File: config.mk
export PLATFORM = sky130hd
export DESIGN_NAME = irqm_top
export DESIGN_NICKNAME = d
export VERILOG_FILES = /design/src/rtl/irqm_pkg.sv /design/src/rtl/irqm_pend.sv /design/src/rtl/irqm_regs.sv /design/src/rtl/irqm_chan.sv /design/src/rtl/irqm_host.sv /design/src/rtl/irqm_top.sv
export SDC_FILE = /design/constraint.sdc
export NUM_CORES = 2
export LEC_CHECK = 0
export ABC_AREA = 1
export BUFFER_PORTS_ARGS = -buffer_cell sky130_fd_sc_hd__buf_2
export CORE_MARGIN = 3
export CORE_UTILIZATION = 35
export CTS_BUF_LIST = sky130_fd_sc_hd__clkbuf_4 sky130_fd_sc_hd__clkbuf_8
export CTS_CLUSTER_DIAMETER = 100
export DETAILED_ROUTE_END_ITERATION = 12
export HOLD_SLACK_MARGIN = 0.1
export PLACE_DENSITY = 0.51
export SLEW_MARGIN = 10
export SYNTH_ARGS = -nofsm -noshare
export SYNTH_HDL_FRONTEND = slang
export SYNTH_SLANG_ARGS = --single-unit
File: constraint.sdc
create_clock -name clk -period 6.5 [get_ports clk]
set_input_delay 0.325 -clock clk [delete_from_list [all_inputs] [get_ports clk]]
set_output_delay 0.325 -clock clk [all_outputs]
set_load 0.01 [all_outputs]
File: src/rtl/irqm_pkg.sv
package irqm_pkg;
    localparam int NUM_EVT   = 64;
    localparam int NUM_EXT   = 32;
    localparam int NUM_CH    = 10;
    localparam int NUM_HOST  = 10;
    localparam int MAP_W     = 4;
    localparam int IDX_W     = $clog2(NUM_EVT);
    localparam int ADDR_W    = 8;
    localparam int DATA_W    = 32;
    localparam int FLD_PER_W = DATA_W / MAP_W;

    localparam logic [ADDR_W-1:0] ADR_EVEN = 8'h00;
    localparam logic [ADDR_W-1:0] ADR_HEN  = 8'h04;
    localparam logic [ADDR_W-1:0] ADR_CLR  = 8'h05;
    localparam logic [ADDR_W-1:0] ADR_SET  = 8'h06;
    localparam logic [ADDR_W-1:0] ADR_PEND = 8'h08;
    localparam logic [ADDR_W-1:0] ADR_CMAP = 8'h10;
    localparam logic [ADDR_W-1:0] ADR_HMAP = 8'h20;

    typedef struct packed {
        logic             vld;
        logic [IDX_W-1:0] idx;
    } win_t;
endpackage

File: src/rtl/irqm_pend.sv
module irqm_pend
    import irqm_pkg::*;
#(
    parameter int NE = NUM_EVT,
    parameter int NX = NUM_EXT,
    parameter int IW = IDX_W
) (
    input  logic          clk,
    input  logic          rst,
    input  logic [NX-1:0] ev_ext,
    input  logic          set_stb,
    input  logic [IW-1:0] set_idx,
    input  logic          clr_stb,
    input  logic [IW-1:0] clr_idx,
    output logic [NE-1:0] pend
);
    logic [NX-1:0] ext_q;
    logic [NX-1:0] rise;
    logic [NE-1:0] pend_d;

    assign rise = ev_ext & ~ext_q;

    always_comb begin
        pend_d = pend;
        for (int e = 0; e < NE; e++) begin
            if (clr_stb && clr_idx == IW'(e)) pend_d[e] = 1'b0;
            if (e < NX) begin
                if (rise[e]) pend_d[e] = 1'b1;
            end else if (set_stb && set_idx == IW'(e)) begin
                pend_d[e] = 1'b1;
            end
        end
    end

    always_ff @(posedge clk) begin
        if (rst) begin
            ext_q <= '0;
            pend  <= '0;
        end else begin
            ext_q <= ev_ext;
            pend  <= pend_d;
        end
    end

    assert_edge_latch_R1: assert property (@(posedge clk) disable iff (rst)
        (|rise) |=> ((pend[NX-1:0] & $past(rise)) == $past(rise)));

    assert_ext_only_edge_R1: assert property (@(posedge clk) disable iff (rst)
        1'b1 |=> ((pend[NX-1:0] & ~$past(pend[NX-1:0]) & ~$past(rise)) == '0));

    assert_clear_works_R3: assert property (@(posedge clk) disable iff (rst)
        (clr_stb && !(clr_idx < IW'(NX) && rise[clr_idx[$clog2(NX)-1:0]])
                 && !(set_stb && set_idx == clr_idx))
        |=> !pend[$past(clr_idx)]);
endmodule

File: src/rtl/irqm_regs.sv
module irqm_regs
    import irqm_pkg::*;
#(
    parameter int NE = NUM_EVT,
    parameter int NX = NUM_EXT,
    parameter int NC = NUM_CH,
    parameter int NH = NUM_HOST,
    parameter int MW = MAP_W,
    parameter int IW = IDX_W,
    parameter int AW = ADDR_W,
    parameter int DW = DATA_W
) (
    input  logic             clk,
    input  logic             rst,
    input  logic             we,
    input  logic [AW-1:0]    addr,
    input  logic [DW-1:0]    wdata,
    input  logic [NE-1:0]    pend,
    output logic [DW-1:0]    rdata,
    output logic [NE-1:0]    ev_en,
    output logic [NH-1:0]    host_en,
    output logic [NE*MW-1:0] cmap,
    output logic [NC*MW-1:0] hmap,
    output logic             set_stb,
    output logic [IW-1:0]    set_idx,
    output logic             clr_stb,
    output logic [IW-1:0]    clr_idx
);
    localparam int EN_WORDS = NE / DW;
    localparam int FPW      = DW / MW;

    assign set_stb = we && addr == ADR_SET && wdata >= DW'(NX) && wdata < DW'(NE);
    assign set_idx = wdata[IW-1:0];
    assign clr_stb = we && addr == ADR_CLR && wdata < DW'(NE);
    assign clr_idx = wdata[IW-1:0];

    always_ff @(posedge clk) begin
        if (rst) begin
            ev_en   <= '0;
            host_en <= '0;
            cmap    <= '0;
            hmap    <= '0;
        end else if (we) begin
            for (int k = 0; k < EN_WORDS; k++)
                if (addr == ADR_EVEN + AW'(k)) ev_en[k*DW +: DW] <= wdata;
            if (addr == ADR_HEN) host_en <= wdata[NH-1:0];
            for (int e = 0; e < NE; e++)
                if (addr == ADR_CMAP + AW'(e / FPW))
                    cmap[e*MW +: MW] <= wdata[(e % FPW)*MW +: MW];
            for (int c = 0; c < NC; c++)
                if (addr == ADR_HMAP + AW'(c / FPW))
                    hmap[c*MW +: MW] <= wdata[(c % FPW)*MW +: MW];
        end
    end

    always_comb begin
        rdata = '0;
        for (int k = 0; k < EN_WORDS; k++) begin
            if (addr == ADR_EVEN + AW'(k)) rdata = ev_en[k*DW +: DW];
            if (addr == ADR_PEND + AW'(k)) rdata = pend[k*DW +: DW];
        end
        if (addr == ADR_HEN) rdata[NH-1:0] = host_en;
        for (int e = 0; e < NE; e++)
            if (addr == ADR_CMAP + AW'(e / FPW))
                rdata[(e % FPW)*MW +: MW] = cmap[e*MW +: MW];
        for (int c = 0; c < NC; c++)
            if (addr == ADR_HMAP + AW'(c / FPW))
                rdata[(c % FPW)*MW +: MW] = hmap[c*MW +: MW];
    end
endmodule

File: src/rtl/irqm_chan.sv
module irqm_chan
    import irqm_pkg::*;
#(
    parameter int NE = NUM_EVT,
    parameter int NC = NUM_CH,
    parameter int MW = MAP_W,
    parameter int IW = IDX_W
) (
    input  logic             clk,
    input  logic             rst,
    input  logic [NE-1:0]    act,
    input  logic [NE*MW-1:0] cmap,
    output win_t             ch_win [NC]
);
    for (genvar c = 0; c < NC; c++) begin : g_ch
        logic [NE-1:0] hit;
        always_comb begin
            for (int e = 0; e < NE; e++)
                hit[e] = act[e] && cmap[e*MW +: MW] == MW'(c);
            ch_win[c] = '0;
            for (int e = NE - 1; e >= 0; e--)
                if (hit[e]) begin
                    ch_win[c].vld = 1'b1;
                    ch_win[c].idx = IW'(e);
                end
        end

        assert_chan_winner_R6: assert property (@(posedge clk) disable iff (rst)
            ch_win[c].vld |-> (act[ch_win[c].idx] &&
                               cmap[ch_win[c].idx*MW +: MW] == MW'(c)));
    end
endmodule

File: src/rtl/irqm_host.sv
module irqm_host
    import irqm_pkg::*;
#(
    parameter int NC = NUM_CH,
    parameter int NH = NUM_HOST,
    parameter int MW = MAP_W,
    parameter int IW = IDX_W
) (
    input  logic             clk,
    input  logic             rst,
    input  win_t             ch_win [NC],
    input  logic [NC*MW-1:0] hmap,
    input  logic [NH-1:0]    host_en,
    output logic [NH-1:0]    host_irq,
    output logic [NH-1:0]    host_vld,
    output logic [NH*IW-1:0] host_idx
);
    win_t sel [NH];

    for (genvar h = 0; h < NH; h++) begin : g_host
        always_comb begin
            sel[h] = '0;
            for (int c = NC - 1; c >= 0; c--)
                if (ch_win[c].vld && hmap[c*MW +: MW] == MW'(h)) sel[h] = ch_win[c];
        end

        always_ff @(posedge clk) begin
            if (rst) begin
                host_irq[h]           <= 1'b0;
                host_vld[h]           <= 1'b0;
                host_idx[h*IW +: IW]  <= '0;
            end else begin
                host_irq[h]           <= sel[h].vld && host_en[h];
                host_vld[h]           <= sel[h].vld;
                host_idx[h*IW +: IW]  <= sel[h].idx;
            end
        end
    end

    assert_host_mask_R7: assert property (@(posedge clk) disable iff (rst)
        1'b1 |=> ((host_irq & ~$past(host_en)) == '0));

    assert_irq_has_winner_R7: assert property (@(posedge clk) disable iff (rst)
        (|host_irq) |-> ((host_irq & ~host_vld) == '0));
endmodule

File: src/rtl/irqm_top.sv
module irqm_top
    import irqm_pkg::*;
#(
    parameter int NE = NUM_EVT,
    parameter int NX = NUM_EXT,
    parameter int NC = NUM_CH,
    parameter int NH = NUM_HOST,
    parameter int MW = MAP_W,
    parameter int IW = IDX_W,
    parameter int AW = ADDR_W,
    parameter int DW = DATA_W
) (
    input  logic             clk,
    input  logic             rst,
    input  logic [NX-1:0]    ev_ext,
    input  logic             cfg_we,
    input  logic [AW-1:0]    cfg_addr,
    input  logic [DW-1:0]    cfg_wdata,
    output logic [DW-1:0]    cfg_rdata,
    output logic [NH-1:0]    host_irq,
    output logic [NH-1:0]    host_vld,
    output logic [NH*IW-1:0] host_idx
);
    logic [NE-1:0]    pend;
    logic [NE-1:0]    ev_en;
    logic [NH-1:0]    host_en;
    logic [NE*MW-1:0] cmap;
    logic [NC*MW-1:0] hmap;
    logic             set_stb, clr_stb;
    logic [IW-1:0]    set_idx, clr_idx;
    win_t             ch_win [NC];

    irqm_regs #(.NE(NE), .NX(NX), .NC(NC), .NH(NH), .MW(MW), .IW(IW), .AW(AW), .DW(DW)) u_regs (
        .clk(clk), .rst(rst), .we(cfg_we), .addr(cfg_addr), .wdata(cfg_wdata),
        .pend(pend), .rdata(cfg_rdata), .ev_en(ev_en), .host_en(host_en),
        .cmap(cmap), .hmap(hmap), .set_stb(set_stb), .set_idx(set_idx),
        .clr_stb(clr_stb), .clr_idx(clr_idx)
    );

    irqm_pend #(.NE(NE), .NX(NX), .IW(IW)) u_pend (
        .clk(clk), .rst(rst), .ev_ext(ev_ext), .set_stb(set_stb), .set_idx(set_idx),
        .clr_stb(clr_stb), .clr_idx(clr_idx), .pend(pend)
    );

    irqm_chan #(.NE(NE), .NC(NC), .MW(MW), .IW(IW)) u_chan (
        .clk(clk), .rst(rst), .act(pend & ev_en), .cmap(cmap), .ch_win(ch_win)
    );

    irqm_host #(.NC(NC), .NH(NH), .MW(MW), .IW(IW)) u_host (
        .clk(clk), .rst(rst), .ch_win(ch_win), .hmap(hmap), .host_en(host_en),
        .host_irq(host_irq), .host_vld(host_vld), .host_idx(host_idx)
    );
endmodule

* Word level (Yosys, flattened, before mapping)
Index checks and enable logic that the tools add are counted.
** Storage, ports and cells
- Bits in registers :: 546
- Output and inout port bits :: 112
- Word-level logic and storage cells :: 2809
** Operators by class
- Order comparisons :: 2
- Equality and inequality tests :: 745
- Multiplexer cells :: 947
- Bitwise logic cells :: 3
- Reductions and logical operators :: 1004
** Operators by type and width (count)
- $mux 7 :: 740
- $eq 4x3->1 const B :: 296
- $logic_and 1x1->1 :: 851
- $eq 4x2->1 const B :: 148
- $eq 4x4->1 const B :: 148
- $eq 4x1->1 const B :: 74
- $logic_not 4->1 :: 74
- $mux 4 :: 74
- $eq 6x6->1 const B :: 32
- $mux 1 :: 128
- $mux 32 :: 4
- $reduce_bool 2->1 :: 64
- $eq 6x5->1 const B :: 16
- $and 64x64->64 :: 1
- $eq 8x5->1 const B :: 8
- $eq 6x4->1 const B :: 8
- $and 32x32->32 :: 1
- $ge 32x6->1 const B :: 1
- $lt 32x7->1 const B :: 1
- $not 32->32 :: 1
- $reduce_and 2->1 :: 13
- $eq 6x3->1 const B :: 4
- $eq 8x3->1 const B :: 3
- $eq 8x4->1 const B :: 2
- 7 further kinds :: 9

* Longest topological paths before layout
- Depth in word-level cells :: 78
- Mapped depth :: 78
- Gate-level depth less buffers :: 78

* Cells and area by module
Synthesis repeated with hierarchy kept, for this count alone.
** Unflattened totals
- Cells, all modules :: 8277
- Area total of the unflattened synthesis :: 44199.9 um^2
** Modules (own cells, without submodules)
- irqm_regs :: instances 1, cells each 2326, area each 16628.4 um^2, sequential area each 7407.1 um^2
- irqm_chan :: instances 1, cells each 3548, area each 14386.3 um^2, sequential area each 0.0 um^2
- irqm_host :: instances 1, cells each 1804, area each 9178.8 um^2, sequential area each 1601.5 um^2
- irqm_pend :: instances 1, cells each 471, area each 3525.9 um^2, sequential area each 1921.8 um^2
- irqm_top :: instances 1, cells each 128, area each 480.5 um^2, sequential area each 0.0 um^2

* Least setup slack after synthesis
Ideal clock, no wire load.
- Path type :: flip-flop to flip-flop
- From :: register u_regs.cmap[241]
- To :: register u_host.host_idx[36]
- Library setup time :: 0.122 ns
- Data arrival time :: 4.142 ns
- Required time :: 6.378 ns
- Path slack :: 2.236 ns
- Stages on the path, launching flop included :: 76
- Clock period less this slack :: 4.264 ns
- Cell sequence :: dfxtp_1 > buf_2 > nor3_1 > nand2_1 > nand2_1 > nand2_1 > nand2_1 > nand2_1 > nand2_1 > nand2_1 > nand2_1 > nand2_1 > nand2_1 > nand2_1 > nand2_1 > nand2_1 > nand2_1 > nand2_1 > (+40 left out) > nand2_1 > nand2_1 > nand2_1 > nand2_1 > nand2_1 > nand2_2 > nand3_1 > nand3_1 > nand2_1 > nand2_1 > nand2_1 > nand2_1 > nand2_1 > nand2_1 > nand2_1 > nand2_1 > nand2_1 > a21oi_2
** On the way
- Longest elaborated chain between the ends :: 74
- Elaborated cells between the ends (all ways) :: 650
- Classes of those cells :: eq/ne: 9; mux: 620; reduce/logical: 21
** RTL lines
- start, declared :: line irqm_regs.sv:22 : output logic [NE*MW-1:0] cmap,
- start signal, assigned by index :: line irqm_regs.sv:49 : cmap[e*MW +: MW] <= wdata[(e % FPW)*MW +: MW];
- $eq 4x4->1 :: line irqm_chan.sv:19 : hit[e] = act[e] && cmap[e*MW +: MW] == MW'(c);
- $logic_and 1x1->1 :: line irqm_chan.sv:19
- $mux 7 (61 in a row) :: line irqm_chan.sv:22 : if (hit[e]) begin
- $logic_and 1x1->1 :: line irqm_host.sv:24 : if (ch_win[c].vld && hmap[c*MW +: MW] == MW'(h)) sel[h] = ch_win[c];
- $mux 7 (9 in a row) :: line irqm_host.sv:24
- $mux 7 (*) :: line irqm_host.sv:24
- end signal, assigned by index :: line irqm_host.sv:35 : host_idx[h*IW +: IW] <= sel[h].idx;
- end, declared :: line irqm_host.sv:16 : output logic [NH*IW-1:0] host_idx
Every way passes the cells marked *; elsewhere a longest branch is shown, timed or not.
A chain may end at the register's enable or synchronous reset.

* Worst setup path in the final report
- From :: register u_pend.pend[50]
- To :: register u_host.host_idx[43]
** On the way
- Longest elaborated chain between the ends :: 64
- Elaborated cells between the ends (all ways) :: 541
- Classes of those cells :: mux: 520; bitwise: 1; reduce/logical: 20
** RTL lines
- start, declared :: line irqm_pend.sv:15 : output logic [NE-1:0] pend
- start signal, assigned :: line irqm_pend.sv:41 : pend <= pend_d;
- $and 64x64->64 (*) :: line irqm_top.sv:46 : .clk(clk), .rst(rst), .act(pend & ev_en), .cmap(cmap), .ch_win(ch_win)
- $logic_and 1x1->1 :: line irqm_chan.sv:19
- $mux 7 (51 in a row) :: line irqm_chan.sv:22
- $logic_and 1x1->1 :: line irqm_host.sv:24
- $mux 7 (9 in a row) :: line irqm_host.sv:24
- $mux 7 (*) :: line irqm_host.sv:24
Marks and branches as above.

==> summary.md <==
| Metric | Value |
|---|---|
| Setup total negative slack | 0 ps |
| Reg-to-reg startpoint | u_pend.pend[50] |
| Worst Tran Pin Value | between 1000 and 1500 ps |
| Type of the most critical hold path | in2reg |
| GP Congestion | approximately 1.1 |
| Final layout net count | around 7.4k |
| Via count | 53.65k |
| CP max-delay cell | nand2_1 |
| Ys async rst share | 0% |
| Num ports | around 190 |
| Max cap viols | 0 |
| Worst rel slew slack | between 2 and 3% |
| Drt first pass iters | 8 |
| Syn. warnings | 0 |
| Vias in the first global route | roughly 48k |
| Maximum vdd ir drop | 219.4 µV |
| Largest net degree at the start of global routing | approximately 220 |
| Syn Nets | between 7k and 8k |
| Die X | approximately 340 µm |
| Setup-failing EPs final | 0 |
| Post-synthesis sequential area ratio | 27.70% |
| FF-to-FF setup slack | around 160 ps |
| Worst-path maximum fanout | 4 |
| Worst-skew pair later-pin latency | roughly 900 ps |
| Area contributors post-synth | dfxtp_1 (28%), nand2_1 (22%), nor2_1 (9.1%) |
| DRC | 0 |
| Outcome | complete, no violations |
| Final hold violations | 0 |
| FF-to-FF End | u_host.host_idx[43] |
| Post-synthesis cell count | ~7k |
| DP Area | 0.04267 mm² |
| Port bufs | 186 |
| Count of final max-slew check failures | 0 |
| Global-route wire length before repair | 379,700 µm |
| Hpwl dp | between 200,000 and 250,000 µm |
| Power Density | approximately 180 mW/mm² |
| CP Capture Type | register |
| Root Driver | clkbuf_8 |
| Post-synthesis cell area | 0.03946 mm² |
| CTS Buf Count | 105 |
| Avg Cell Area, Syn | 5.624 µm² |
| Worst R2R Path Depth | 36 |
| Fin crit period | between 6000 and 7000 ps |
| Total clock sinks | between 500 and 600 |
| Critical Path AT | roughly 7100 ps |
| Die area | 0.1168 mm² |
| TritonCTS clock tree | built |
| Initial Utilization | a little over a third |
| Top-area cell type share of the netlist area | about 28% |
| RSZ-0062 raised after global routing | false |
| Aggregate routed wire length | about 280,000 µm |
| Remaining antenna violation count after routing | 0 |
| Worst path max stage delay | around 460 ps |
| Hold slack | approximately 150 ps |
| Reg clk slew, reported paths | roughly 70 ps |
| Design area | ~0.046 mm² |
| Vias per std cell | around 6 |
| Die Span Y | roughly 340 µm |
| CP Data Required Time | ~7300 ps |
| Total congestion overflow | 0 |
| GRT Resource Usage Total | 46.56% |
| Count of different cell masters after synthesis | between 40 and 50 |
| Num rows | 122 |
| Leakage | around 22 nW |
| Register area | 0.01094 mm² |
| Most frequent CP cell | nor2_1 |
| Postcts setup bufs | 0 |
| Htree depth | 3 |
| Average wire per standard cell | approximately 32 µm |
| Crit path launch | u_pend.pend[50] |
| Core footprint | around 0.11 mm² |
| Seq cells post-synth | 546 |
| Share of cells above drive strength 1 | ~8.3% |
| Drt initial violations | 8,166 |
| Post-synth EDFFs | 0 |
| Leading area contributor after synthesis | dfxtp_1 |
| Max Clock Freq | between 150 and 200 MHz |
| Ys flop type | dfxtp_1 |
| Critical path destination | u_host.host_idx[43] |
| CP Class | reg2reg |
| Period utilisation layout | slightly below 100% |
| Layout Skew | 57.92 ps |
| Area Growth Syn to Fin | 16.59% |
| Startpoint types | register |
| Multi-input combinational cell area | around 0.025 mm² |
| Clk buf depth | 3 |
| Filler cell count | 12.60k |
| Initial antenna violation count | 37 |
## final cells by class
cell class | instances | share of cell area (%)
Clock inverter | 34 | 1.028
Sequential cell | 546 | 23.77
Timing Repair Buffer | 388 | 5.719
Clock buffer | 161 | 4.422
Antenna cell | 38 | 0.2067
Inverter | 812 | 6.641
Tap cell | 1488 | 4.046
Multi-Input combinational cell | 5445 | 54.17
## registers in the layout, summed over array words and instances, names as in the netlist
| signal | count |
|---|---|
| u_regs.cmap | 256 |
| u_pend.pend | 64 |
| u_regs.ev_en | 64 |
| u_host.host_idx | 60 |
| u_regs.hmap | 40 |
| u_pend.ext_q | 32 |
| u_host.host_irq | 10 |
| u_host.host_vld | 10 |
| u_regs.host_en | 10 |
## cells by family (layout without fill, tap and decap cells)
group | after synthesis | count (layout) | synth area share (%)
and+or+nand+nor | 3758 | 3758 | 38.20
AOI/OAI and AO/OA | 1687 | 1687 | 24.33
buffers and inverters | 1026 | 1395 | 9.771
DFF | 546 | 546 | 27.70
other | 0 | 38 | 0
## worst min-delay path by stage
stage                     startpoint          endpoint  slack (ps)  depth (start not counted)
global placement    u_pend.ext_q[15]   u_pend.pend[15]         410                          1
finish                   cfg_addr[5]   u_pend.pend[63]         150                          6
global route           cfg_wdata[17]  u_regs.cmap[241]         130                          3
detailed placement  u_pend.ext_q[11]   u_pend.pend[11]         410                          1
CTS                      cfg_addr[5]   u_pend.pend[60]         100                          6
floorplan           u_pend.ext_q[15]   u_pend.pend[15]         400                          1
## through the flow
stage | std cells | setup slack [ps] | power (W) | util (%)
floorplan | 7017 | 2236 | 0.003627 | -
global placement | 8618 | 408.3 | 0.003889 | 38.34
detailed placement | 8618 | 459.7 | 0.003890 | 38.34
CTS | 8874 | 401.9 | 0.008057 | 41.14
global route | 8878 | 7.212 | 0.008228 | 41.27
finish | 8912 | 163.2 | 0.008076 | 41.35
## worst max-delay path: cells and delay by family (launching register included)
kind,cells,cell delay [ps]
compound gates,10,1880
flops,1,380
buf+inv,1,200
simple gates,25,3750
## report_power, final
group          switching, W  internal [W]  leakage, nW  total (W)
clock               0.00185       0.00235         1.32    0.00420
combinational      0.000360      0.000101         16.7   0.000462
sequential        0.0000352       0.00338         4.42    0.00342
## cell usage after synthesis, types with 8 or more instances
library cell,instances
a221oi_1,70
nor2_1,955
nor4_1,31
a21oi_1,620
a31oi_1,65
o32ai_1,15
o21ai_1,17
a2111oi_0,8
o21bai_1,44
clkbuf_1,208
nand2_2,10
o211ai_1,65
clkinv_1,29
inv_1,777
o221ai_1,45
o31ai_1,13
a211oi_1,14
nand2_1,2266
nor3_1,175
dfxtp_1,546
nand4_1,162
o21ai_0,627
o2111ai_1,22
a21oi_2,8
o22ai_1,37
nand3_1,149
## placed cells by master (no fill, tap or decap), drive strengths merged, types with 31 or more instances in the layout
master	count
nand2	2281
nor2	957
inv	790
o21ai	644
a21oi	628
dfxtp	546
buf	327
nor3	176
nand4	162
clkbuf	161
nand3	149
a221oi	70
o211ai	65
a31oi	65
dlygate4sd3	61
o221ai	45
clkinv	45
o21bai	44
diode	38
o22ai	37
nor4	31
## what timing repair did
action	4_1_cts	5_1_grt
hold endpoints to repair	225	0
hold buffers	61	0
endpoints found under the setup margin	0	11
resized for setup	0	35
## layer usage
metal	routed length, µm	vias to the layer above	track usage [%]
li1	-	23790	-
met1	106400	25360	57.12
met2	115900	3699	67.39
met4	23080	12	32.80
met5	91	-	0
met3	37020	794	16.62
Note: power is estimated with default switching activity, not from simulation.
